===== src/rtl/mt_rob_pkg.sv =====
package mt_rob_pkg;
  typedef enum logic [1:0] {
    POL_DYN  = 2'd0,
    POL_PART = 2'd1,
    POL_THR  = 2'd2,
    POL_RSV  = 2'd3
  } share_pol_e;
endpackage


===== src/rtl/mt_rob_limit.sv =====
module mt_rob_limit
  import mt_rob_pkg::*;
#(
  parameter int NTHR   = 4,
  parameter int DEPTH  = 16,
  parameter int THRESH = 6,
  parameter int CW     = 5
) (
  input  logic [1:0]                   policy_i,
  input  logic [NTHR-1:0]              active_i,
  output logic [NTHR-1:0][CW-1:0]      lim_o
);
  localparam int NAW = $clog2(NTHR + 1);
  localparam logic [CW-1:0] BASE_Q = CW'(DEPTH / NTHR);
  localparam logic [CW-1:0] FULL_Q = CW'(DEPTH);
  localparam logic [CW-1:0] THR_Q  = CW'(THRESH);

  share_pol_e      pol;
  logic [NAW-1:0]  nact;
  logic [CW-1:0]   part_q;

  // quotient of DEPTH by the active count, selected from constants
  always_comb begin
    pol  = share_pol_e'(policy_i);
    nact = '0;
    for (int t = 0; t < NTHR; t++) nact = nact + NAW'(active_i[t]);
    part_q = BASE_Q;
    for (int k = 1; k <= NTHR; k++) begin
      if (nact == NAW'(k)) part_q = CW'(DEPTH / k);
    end
  end

  always_comb begin
    for (int t = 0; t < NTHR; t++) begin
      case (pol)
        POL_PART: lim_o[t] = (active_i[t] && nact != '0) ? part_q : BASE_Q;
        POL_THR:  lim_o[t] = (active_i[t] && nact == NAW'(1)) ? FULL_Q : THR_Q;
        default:  lim_o[t] = FULL_Q;
      endcase
    end
  end
endmodule


===== src/rtl/mt_rob_tq.sv =====
module mt_rob_tq #(
  parameter int DEPTH = 16,
  parameter int SEQW  = 16,
  parameter int PW    = 4,
  parameter int CW    = 5
) (
  input  logic            clk,
  input  logic            rst_n,
  input  logic            push_i,
  input  logic [SEQW-1:0] push_seq_i,
  input  logic            push_rdy_i,
  input  logic            pop_req_i,
  input  logic            cmpl_i,
  input  logic [PW-1:0]   cmpl_slot_i,
  output logic [PW-1:0]   tail_o,
  output logic [CW-1:0]   occ_o,
  output logic            head_valid_o,
  output logic            head_ready_o,
  output logic [SEQW-1:0] head_seq_o,
  output logic            pop_o
);
  logic [PW-1:0]    hd_q, hd_d, tl_q, tl_d;
  logic [CW-1:0]    occ_q, occ_d;
  logic [DEPTH-1:0] vld_q, vld_d, rdy_q, rdy_d;
  logic [SEQW-1:0]  seq_q [DEPTH];

  function automatic logic [PW-1:0] bump(input logic [PW-1:0] p);
    return (p == PW'(DEPTH - 1)) ? '0 : p + PW'(1);
  endfunction

  assign tail_o       = tl_q;
  assign occ_o        = occ_q;
  assign head_valid_o = vld_q[hd_q];
  assign head_ready_o = vld_q[hd_q] & rdy_q[hd_q];
  assign head_seq_o   = head_valid_o ? seq_q[hd_q] : '0;
  assign pop_o        = pop_req_i & head_ready_o;

  always_comb begin
    vld_d = vld_q;
    rdy_d = rdy_q;
    if (cmpl_i && (32'(cmpl_slot_i) < DEPTH) && vld_q[cmpl_slot_i])
      rdy_d[cmpl_slot_i] = 1'b1;
    if (pop_o) vld_d[hd_q] = 1'b0;
    if (push_i) begin
      vld_d[tl_q] = 1'b1;
      rdy_d[tl_q] = push_rdy_i;
    end
    hd_d  = pop_o  ? bump(hd_q) : hd_q;
    tl_d  = push_i ? bump(tl_q) : tl_q;
    occ_d = occ_q + CW'(push_i) - CW'(pop_o);
  end

  always_ff @(posedge clk or negedge rst_n) begin
    if (!rst_n) begin
      hd_q  <= '0;
      tl_q  <= '0;
      occ_q <= '0;
      vld_q <= '0;
    end else begin
      hd_q  <= hd_d;
      tl_q  <= tl_d;
      occ_q <= occ_d;
      vld_q <= vld_d;
    end
  end

  always_ff @(posedge clk) begin
    rdy_q <= rdy_d;
  end

  always_ff @(posedge clk) begin
    if (push_i) seq_q[tl_q] <= push_seq_i;
  end
endmodule


===== src/rtl/mt_rob.sv =====
module mt_rob
  import mt_rob_pkg::*;
#(
  parameter int NTHR   = 4,
  parameter int DEPTH  = 16,
  parameter int SEQW   = 16,
  parameter int THRESH = 6
) (
  input  logic                                clk,
  input  logic                                rst_n,
  input  logic [1:0]                          policy_i,
  input  logic [NTHR-1:0]                     active_i,
  input  logic                                alloc_valid_i,
  input  logic [$clog2(NTHR)-1:0]             alloc_tid_i,
  input  logic [SEQW-1:0]                     alloc_seq_i,
  input  logic                                alloc_ready_i,
  input  logic                                cmpl_valid_i,
  input  logic [$clog2(NTHR)-1:0]             cmpl_tid_i,
  input  logic [$clog2(DEPTH)-1:0]            cmpl_slot_i,
  input  logic [NTHR-1:0]                     retire_i,
  output logic                                alloc_ok_o,
  output logic                                alloc_err_o,
  output logic [$clog2(DEPTH)-1:0]            alloc_slot_o,
  output logic [NTHR*$clog2(DEPTH+1)-1:0]     free_cnt_o,
  output logic [$clog2(DEPTH+1)-1:0]          total_free_o,
  output logic [NTHR-1:0]                     head_valid_o,
  output logic [NTHR-1:0]                     head_ready_o,
  output logic [NTHR*SEQW-1:0]                head_seq_o,
  output logic                                commit_ok_o
);
  localparam int TW = $clog2(NTHR);
  localparam int PW = $clog2(DEPTH);
  localparam int CW = $clog2(DEPTH + 1);

  logic [NTHR-1:0][CW-1:0] lim_w, occ_w, free_w;
  logic [NTHR-1:0][PW-1:0] tail_w;
  logic [NTHR-1:0]         pop_w;
  logic [CW-1:0]           tot_q, tot_d;
  logic [CW-1:0]           sel_free;
  logic [PW-1:0]           sel_tail;
  logic                    sel_hit;

  mt_rob_limit #(
    .NTHR(NTHR), .DEPTH(DEPTH), .THRESH(THRESH), .CW(CW)
  ) limit_i (
    .policy_i (policy_i),
    .active_i (active_i),
    .lim_o    (lim_w)
  );

  for (genvar t = 0; t < NTHR; t++) begin : g_thr
    logic push_t, cmpl_t;
    assign push_t = alloc_ok_o && (alloc_tid_i == TW'(t));
    assign cmpl_t = cmpl_valid_i && (cmpl_tid_i == TW'(t));

    mt_rob_tq #(
      .DEPTH(DEPTH), .SEQW(SEQW), .PW(PW), .CW(CW)
    ) tq_i (
      .clk          (clk),
      .rst_n        (rst_n),
      .push_i       (push_t),
      .push_seq_i   (alloc_seq_i),
      .push_rdy_i   (alloc_ready_i),
      .pop_req_i    (retire_i[t]),
      .cmpl_i       (cmpl_t),
      .cmpl_slot_i  (cmpl_slot_i),
      .tail_o       (tail_w[t]),
      .occ_o        (occ_w[t]),
      .head_valid_o (head_valid_o[t]),
      .head_ready_o (head_ready_o[t]),
      .head_seq_o   (head_seq_o[t*SEQW +: SEQW]),
      .pop_o        (pop_w[t])
    );

    assign free_w[t] = (lim_w[t] > occ_w[t]) ? (lim_w[t] - occ_w[t]) : '0;
    assign free_cnt_o[t*CW +: CW] = free_w[t];
  end

  always_comb begin
    sel_free = '0;
    sel_tail = '0;
    sel_hit  = 1'b0;
    for (int t = 0; t < NTHR; t++) begin
      if (alloc_tid_i == TW'(t)) begin
        sel_free = free_w[t];
        sel_tail = tail_w[t];
        sel_hit  = 1'b1;
      end
    end
  end

  assign alloc_ok_o   = alloc_valid_i && sel_hit && (sel_free != '0) &&
                        (tot_q != CW'(DEPTH));
  assign alloc_err_o  = alloc_valid_i && !alloc_ok_o;
  assign alloc_slot_o = sel_tail;
  assign total_free_o = CW'(DEPTH) - tot_q;
  assign commit_ok_o  = |(head_ready_o & active_i);

  always_comb begin
    tot_d = tot_q + CW'(alloc_ok_o);
    for (int t = 0; t < NTHR; t++) tot_d = tot_d - CW'(pop_w[t]);
  end

  always_ff @(posedge clk or negedge rst_n) begin
    if (!rst_n) tot_q <= '0;
    else        tot_q <= tot_d;
  end
endmodule


===== config.mk =====
export PLATFORM = sky130hd
export DESIGN_NAME = mt_rob
export DESIGN_NICKNAME = d
export VERILOG_FILES = /design/src/rtl/mt_rob_pkg.sv /design/src/rtl/mt_rob_limit.sv /design/src/rtl/mt_rob_tq.sv /design/src/rtl/mt_rob.sv
export SDC_FILE = /design/constraint.sdc
export NUM_CORES = 2
export LEC_CHECK = 0
export BUFFER_PORTS_ARGS = -buffer_cell sky130_fd_sc_hd__clkbuf_2
export CAP_MARGIN = 20
export CORE_ASPECT_RATIO = 0.5
export CORE_MARGIN = 2
export CORE_UTILIZATION = 35
export DETAILED_ROUTE_END_ITERATION = 12
export PLACE_DENSITY = 0.58
export SETUP_SLACK_MARGIN = 0.3
export SLEW_MARGIN = 20
export SYNTH_ARGS = -nofsm -noshare
export SYNTH_HDL_FRONTEND = slang
export SYNTH_SLANG_ARGS = --single-unit

===== constraint.sdc =====
create_clock -name clk -period 10.3 [get_ports clk]
set_input_delay 0 -clock clk [delete_from_list [all_inputs] [get_ports clk]]
set_output_delay 0 -clock clk [all_outputs]
set_load 0.01 [all_outputs]

### Word-level counts from Yosys, hierarchy flattened

Memory sizes are Yosys's and may differ from the RTL's.
Index checks and enable logic that the tools add are counted.

| storage, ports and cells | value |
|---|---|
| ROM bits | 0 |
| output and inout bits | 104 |
| memories | 4 |
| bits in writable memories | 1024 |
| word-level logic and storage cells | 275 |
| input port bits | 39 |
| flip-flop bits (word level) | 185 |
| latch bits | 0 |

Memory list:

| memory | depth | bits a word | read ports | clocked after Yosys merged registers in | wr ports | line | source |
|---|---|---|---|---|---|---|---|
| g_thr[0].tq_i.seq_q | 16 | 16 | 1 | 0 | 1 | mt_rob_tq.sv:25 | `logic [SEQW-1:0] seq_q [DEPTH];` |
| g_thr[1].tq_i.seq_q | 16 | 16 | 1 | 0 | 1 | mt_rob_tq.sv:25 |  |
| g_thr[2].tq_i.seq_q | 16 | 16 | 1 | 0 | 1 | mt_rob_tq.sv:25 |  |
| g_thr[3].tq_i.seq_q | 16 | 16 | 1 | 0 | 1 | mt_rob_tq.sv:25 |  |

| operators by class | value |
|---|---|
| $add $sub $neg | 29 |
| mux-type cells | 114 |
| multipliers | 0 |
| bitwise gates (word level) | 25 |
| div/mod/pow operators | 0 |
| reductions and logical operators | 39 |
| shift-type cells | 0 |
| equal/unequal tests | 21 |
| magnitude comparators | 22 |

Operator list:

| operator | number |
|---|---|
| 16-bit 2-to-1 mux | 20 |
| 16-bit bitwise OR | 8 |
| 5-bit 2-to-1 mux | 20 |
| 16-bit bitwise AND | 4 |
| 16-bit bitwise mux | 4 |
| 16-bit NOT | 4 |
| 1-bit binary-select mux with 4-bit select | 12 |
| 4-bit 2-to-1 mux | 12 |
| 4-bit by 5-bit less-than comparator with 1-bit output, second input constant | 9 |
| 5-bit case mux with 2 select lines | 4 |
| 5-bit by 1-bit subtractor with 5-bit output | 8 |
| 1-bit demux with 4-bit select | 9 |
| 4-bit by 1-bit >= comparator with 1-bit output, second input constant | 9 |
| 1-bit logical AND | 33 |
| 1-bit 2-to-1 mux | 33 |
| 4-bit by 1-bit adder with 4-bit output, second input constant | 8 |
| 4-bit == test, second input constant | 8 |
| 5-bit by 1-bit adder with 5-bit output | 5 |
| 5-bit > comparator | 4 |
| 5-bit subtractor | 4 |
| 2-bit == test, second input constant | 5 |
| 1-bit bitwise AND | 8 |
| 3-bit by 1-bit adder with 3-bit output | 2 |
| 2-bit by 1-bit == test with 1-bit output, second input constant | 3 |
| other kinds (12) | 14 |

### Logic depth before layout (Yosys ltp)

| depth | value |
|---|---|
| depth after elaboration | 24 |
| depth in mapped cells | 29 |
| mapped depth without buffers | 26 |

### Modules after synthesis

A second synthesis with hierarchy kept.

| unflattened totals | value |
|---|---|
| cells, all modules | 2860 |
| area total of the unflattened synthesis | 51650.8 um^2 |

By module, submodules not included:

| module | sequential area each (um^2) | instances | area each (um^2) | cells an instance |
|---|---|---|---|---|
| mt_rob_tq (g_thr[1].tq_i ...) | 8733.4 | 2 | 12389.4 | 642 |
| mt_rob_tq (g_thr[3].tq_i) | 8733.4 | 1 | 12335.6 | 646 |
| mt_rob_tq (g_thr[0].tq_i) | 8733.4 | 1 | 12331.8 | 642 |
| mt_rob | 125.1 | 1 | 1775.5 | 227 |
| mt_rob_limit | 0.0 | 1 | 429.2 | 61 |

### Worst setup path before layout

OpenSTA, ideal clock, no wires.

| path | value |
|---|---|
| path type | input to register |
| start point | in active_i[0] |
| end point | mem g_thr[2].tq_i.seq_q[15][0], enable pin |
| data required time | 9853 ps |
| setup time | 447 ps |
| arrival time | 5115 ps |
| stages on the path | 16 |
| slack | 4738 ps |
| path buffers | 1 |
| cells stage by stage | ha_1 > fa_1 > ha_1 > nand2_1 > mux2_2 > nor2_1 > a21oi_1 > ha_1 > a21o_1 > a31oi_1 > xor2_1 > nor3_1 > a22oi_1 > nor4b_2 > buf_4 > nor4b_1 |

| on the way | value |
|---|---|
| elaborated cells on any way between the ends | 54 |
| those cells by class | 7 x add/sub; 4 x order compare; 4 x eq/ne; 26 x mux; 13 x reduce/logical |

RTL lines:

| what | line | source |
|---|---|---|
| from (decl) | mt_rob.sv:12 | `input logic [NTHR-1:0] active_i,` |
| 1-bit by 1-bit adder with 2-bit output * | mt_rob_limit.sv:26 | `for (int t = 0; t < NTHR; t++) nact = nact + NAW'(active_i[t]);` |
| 3-bit by 1-bit adder with 3-bit output * (2 in series) | mt_rob_limit.sv:26 |  |
| 3-bit by 1-bit == test with 1-bit output | mt_rob_limit.sv:29, mt_rob_limit.sv:37 |  |
| 5-bit 2-to-1 mux (4 in series) | mt_rob_limit.sv:29 | `if (nact == NAW'(k)) part_q = CW'(DEPTH / k);` |
| 5-bit 2-to-1 mux | mt_rob_limit.sv:36 | `POL_PART: lim_o[t] = (active_i[t] && nact != '0) ? part_q : BASE_Q;` |
| 5-bit case mux with 2 select lines * | mt_rob_limit.sv:35 | `case (pol)` |
| 5-bit subtractor / 5-bit > comparator (equally long branches) | mt_rob.sv:75 | `assign free_w[t] = (lim_w[t] > occ_w[t]) ? (lim_w[t] - occ_w[t]) : '0;` |
| 5-bit 2-to-1 mux * | mt_rob.sv:75 |  |
| net free_cnt_o[8] | mt_rob.sv:24 | `output logic [NTHR*$clog2(DEPTH+1)-1:0] free_cnt_o,` |
| 5-bit 2-to-1 mux * (3 in series) | mt_rob.sv:84 | `if (alloc_tid_i == TW'(t)) begin` |
| 5-bit nonzero test * | mt_rob.sv:92 | `assign alloc_ok_o = alloc_valid_i && sel_hit && (sel_free != '0) &&` |
| 1-bit logical AND * (2 in series) | mt_rob.sv:92 |  |
| 1-bit logical AND * | mt_rob.sv:53 | `assign push_t = alloc_ok_o && (alloc_tid_i == TW'(t));` |
| 1-bit 2-to-1 mux * | mt_rob_tq.sv:72 | `if (push_i) seq_q[tl_q] <= push_seq_i;` |
| 1-bit 2-to-1 mux (implied by the code) * | mt_rob_tq.sv:72 |  |
| to (decl) | mt_rob_tq.sv:25 |  |

Mark *: on every way through the listed nets, which the timed path passes. The rest lies on a longest branch.

### Worst setup path in the final report

| path | value |
|---|---|
| start point | in active_i[0] |
| end point | reg tot_q[4] |

| on the way | value |
|---|---|
| word-level cells in the longest chain between the ends | 24 |
| elaborated cells on any way between the ends | 56 |
| those cells by class | 12 x add/sub; 4 x order compare; 4 x eq/ne; 24 x mux; 12 x reduce/logical |

RTL lines:

| what | line | source |
|---|---|---|
| 1-bit by 1-bit adder with 2-bit output | mt_rob_limit.sv:26 |  |
| 3-bit by 1-bit adder with 3-bit output (2 in series) | mt_rob_limit.sv:26 |  |
| 3-bit by 1-bit == test with 1-bit output | mt_rob_limit.sv:29, mt_rob_limit.sv:37 |  |
| 5-bit 2-to-1 mux (4 in series) | mt_rob_limit.sv:29 |  |
| 5-bit 2-to-1 mux | mt_rob_limit.sv:36 |  |
| 5-bit case mux with 2 select lines | mt_rob_limit.sv:35 |  |
| 5-bit subtractor / 5-bit > comparator (equally long branches) | mt_rob.sv:75 |  |
| 5-bit 2-to-1 mux | mt_rob.sv:75 |  |
| 5-bit 2-to-1 mux (3 in series) | mt_rob.sv:84 |  |
| 5-bit 2-to-1 mux * | mt_rob.sv:84 |  |
| 5-bit nonzero test * | mt_rob.sv:92 |  |
| 1-bit logical AND * (2 in series) | mt_rob.sv:92 |  |
| 5-bit by 1-bit adder with 5-bit output * | mt_rob.sv:100 | `tot_d = tot_q + CW'(alloc_ok_o);` |
| 5-bit by 1-bit subtractor with 5-bit output * (4 in series) | mt_rob.sv:101 | `for (int t = 0; t < NTHR; t++) tot_d = tot_d - CW'(pop_w[t]);` |
| net tot_d[4] | mt_rob.sv:38 | `logic [CW-1:0] tot_q, tot_d;` |
| to (signal assigned) | mt_rob.sv:106 | `else tot_q <= tot_d;` |
| to (decl) | mt_rob.sv:38 |  |

Marked as above.
A chain may end at the register's enable or synchronous reset.

==> impl_metrics.yaml <==
cells_and_area:
  area_growth_pct: 14.84
  instances_no_fill: 4972
  drive_gt1_share_pct: 29.17
  nets: 3060
sta:
  fin_crit_ps: 5864
  skew_ps: 33.86
  max_clock_freq_mhz: 170.5
  slew_headroom_pct: 21.28
  fin_tns_setup_ps: 0
  final_hold_viol_count: 0
  rsz0062_at_grt: "no"
  finalSetupViolCount: 0
  fin_crit_sh_pct: 56.93
  slew_viol_final: 0
  worst_pin_slew_ps: 1170
yosys:
  yosys-top-cells-count: "edfxtp_1, mux4_2, dfrtp_1"
  synthCells: 2692
  syn_nets: 2826
  synth-edff-count: 1024
  synth.top_cells.by_area: "edfxtp_1, mux4_2, dfrtp_1, dfxtp_1, ha_1"
  yosysWarnings: 0
  syn_area_per_cell_sq_um: 18.89
  post-synth-top-area-fraction_pct: 60.48
  synthDistinctLibCells: 66
  ys_seq_elements: 1209
  ys.flop_type: "edfxtp_1"
  ys_async_sr_fraction_pct: 10.01
  synth_area_sq_um: 50850
  yosysSeqAreaShare_pct: 68.95
  yosysTopAreaCell: "edfxtp_1"
  synth_most_common_cell: "edfxtp_1"
die:
  pin_count: 143
  dieArea_sq_um: 148500
  die_w_um: 543.0
  initial_core_util_pct: 35.41
  rows: 98
  placeableCoreArea_sq_um: 143600
  dieHeight_um: 273.5
global_routing:
  antenna_found_initial: 5
  grt_usage_pct: 17.15
  overflow: 0
  grt_pass1_vias: 27333
  grt_max_degree: 80
  grt_pass1_wl_mm: 186.9
power:
  p_leak_nw: 20.19
  combPwrFrac_pct: 22.4
  p_int_mw: 9.347
  p_clk_share_pct: 32.0
  power_density_nw_per_um2: 224.1
  sequentialPowerShare_pct: 45.6
  power_switching_mw: 3.736
  switching_share_pct: 28.56
  peakVddDrop_mv: 0.1260
routing:
  via_per_inst: 5.348
  drc: 0
  wirelength_mm: 127.4
  num_vias: 26592
  wire_per_inst_um: 25.62
  ant_nets: 0
  first_iter_violations: 2497
  dr.pass1.iters: 5
critical_path:
  max_stage_delay_ps: 600
  cp_top_family: "adder cells"
  critPathRequiredTime_ps: 10910
  start_kind: "input port"
  crit_buf_inv: 5
  cp_common_cell: "ha_1"
  arrival_ps: 6480
  critical_path_depth: 27
  reg2regPathDepth: 15
  path_max_fanout: 41
  crit_type: "input port to flop"
  slowest_stage: "buf_4"
  worst_setup_path_end_kind: "flop"
clocking:
  cts_tree: "done"
  clkSinkCount: 1209
  cts_root_buf: "clkbuf_16"
  cts_made_buffers: 113
  clkLatencyLatePin_ps: 700
  htreeDepth: 3
  ctsResizeCount: 0
  postCtsSetupBuffers: 0
  cts_buffer_depth: 3
  path_clk_slew_ps: 70
place:
  dp.cells: 4732
  dp_hpwl_mm: 72.68
  portBuffers: 142
  place_congestion: 0.8300
worst_hold_path:
  min_path_type: "input port to flop"
  worstHoldPathCells: 2
job:
  maxCapViolations: 0
run_status:
  status: "finished clean"
## flip-flops by register name, summed over array words and instances, names as in the netlist
register and cells:
g_thr.tq_i.seq_q 1024, g_thr.tq_i.rdy_q 64, g_thr.tq_i.vld_q 64, g_thr.tq_i.occ_o 20, g_thr.tq_i.hd_q 16, g_thr.tq_i.tail_o 16, tot_q 5
## logic make-up (layout without fill, tap and decap cells)
family                     after synthesis  count (layout)  share of synthesized area, %
other                                    0               2                             0
adders and majority gates               95              95                         2.544
xor gates and xnor gates                39              39                        0.6718
buffers and inverters                  240             568                         2.052
DFF                                   1209            1209                         68.95
AOI/OAI and AO/OA                      243             243                         3.022
and+or+nand+nor                        409             409                         4.304
muxes                                  457             457                         18.46
## layer usage
layer	share of wire [%]	wire (um)	GRT usage [%]
met5	0	0	0
met1	43	54690	23.82
met3	6.8	8694	3.279
met2	48	60960	27.72
met4	2.4	3053	4.574
## power groups by stage
stage	Clock (mW)	Sequential, mW	Combinational (mW)
after detailed placement	0	6.07	2.95
after CTS	4.27	5.97	2.97
final	4.18	5.97	2.93
after floorplan	0	5.86	2.18
after global placement	0	6.05	2.88
after global routing	4.45	6.01	3.19
## timing repair
| item | CTS | global route |
|---|---|---|
| setup endpoints to repair | 0 | 0 |
| hold endpoints to repair | 638 | 24 |
| hold buffers | 27 | 1 |
## area by class of cell
cell class	count	area [sq um]
antenna	2	5.005
clock buffer	142	3059
inverter	95	356.6
clock inverter	67	660.6
multi-input combinational	1243	15040
tap	1950	2440
fill	12707	85190
timing repair buffer	264	1737
sequential	1209	35090
## metrics by stage
stage          hold slack (ps)  setup WS (ps)  area [sq um]  utilization (%)  power (mW)
6_report                0.1559           4436         58390            40.67       13.08
4_1_cts                  7.775           4516         58350            40.64       13.21
3_5_place_dp            -36.03           3790         54340            37.85       9.016
2_1_floorplan           -295.6           4738         50850                -       8.039
3_3_place_gp            -38.74           3877         54340            37.84       8.937
5_1_grt                  40.51           4054         58390            40.67       13.65
## layout by cell type (no fill, tap or decap), types with 22 or more instances in the layout
cell,netlist,final
mux4_2,382,382
dfxtp_1,64,64
nor3_2,0,38
xnor2_1,30,30
inv_1,93,93
clkbuf_2,0,141
dfrtp_1,121,113
o21ai_0,30,30
a21o_1,68,68
mux2i_1,66,66
and2_1,47,47
buf_4,18,92
a21oi_1,97,97
clkinv_2,0,22
nand2_1,93,93
dlygate4sd3_1,0,27
nand3_1,50,50
nor2b_1,46,44
nor2_1,35,35
ha_1,81,81
edfxtp_1,1024,1024
clkbuf_16,0,115
## worst paths after layout
path	slack (ps)	startpoint	end
worst max-delay path	4440	active_i[0]	tot_q[4]
worst min-delay path	0.2	alloc_seq_i[7]	g_thr[3].tq_i.seq_q[0][7]
worst max register to register	4610	g_thr[2].tq_i.hd_q[0]	tot_q[4]
worst min register to register	500	g_thr[1].tq_i.vld_q[0]	g_thr[1].tq_i.vld_q[0]
max in group asynchronous	8930	rst_n	g_thr[2].tq_i.hd_q[1]
min in group asynchronous	540	rst_n	g_thr[0].tq_i.vld_q[4]
(Power assumes the default switching activity.)
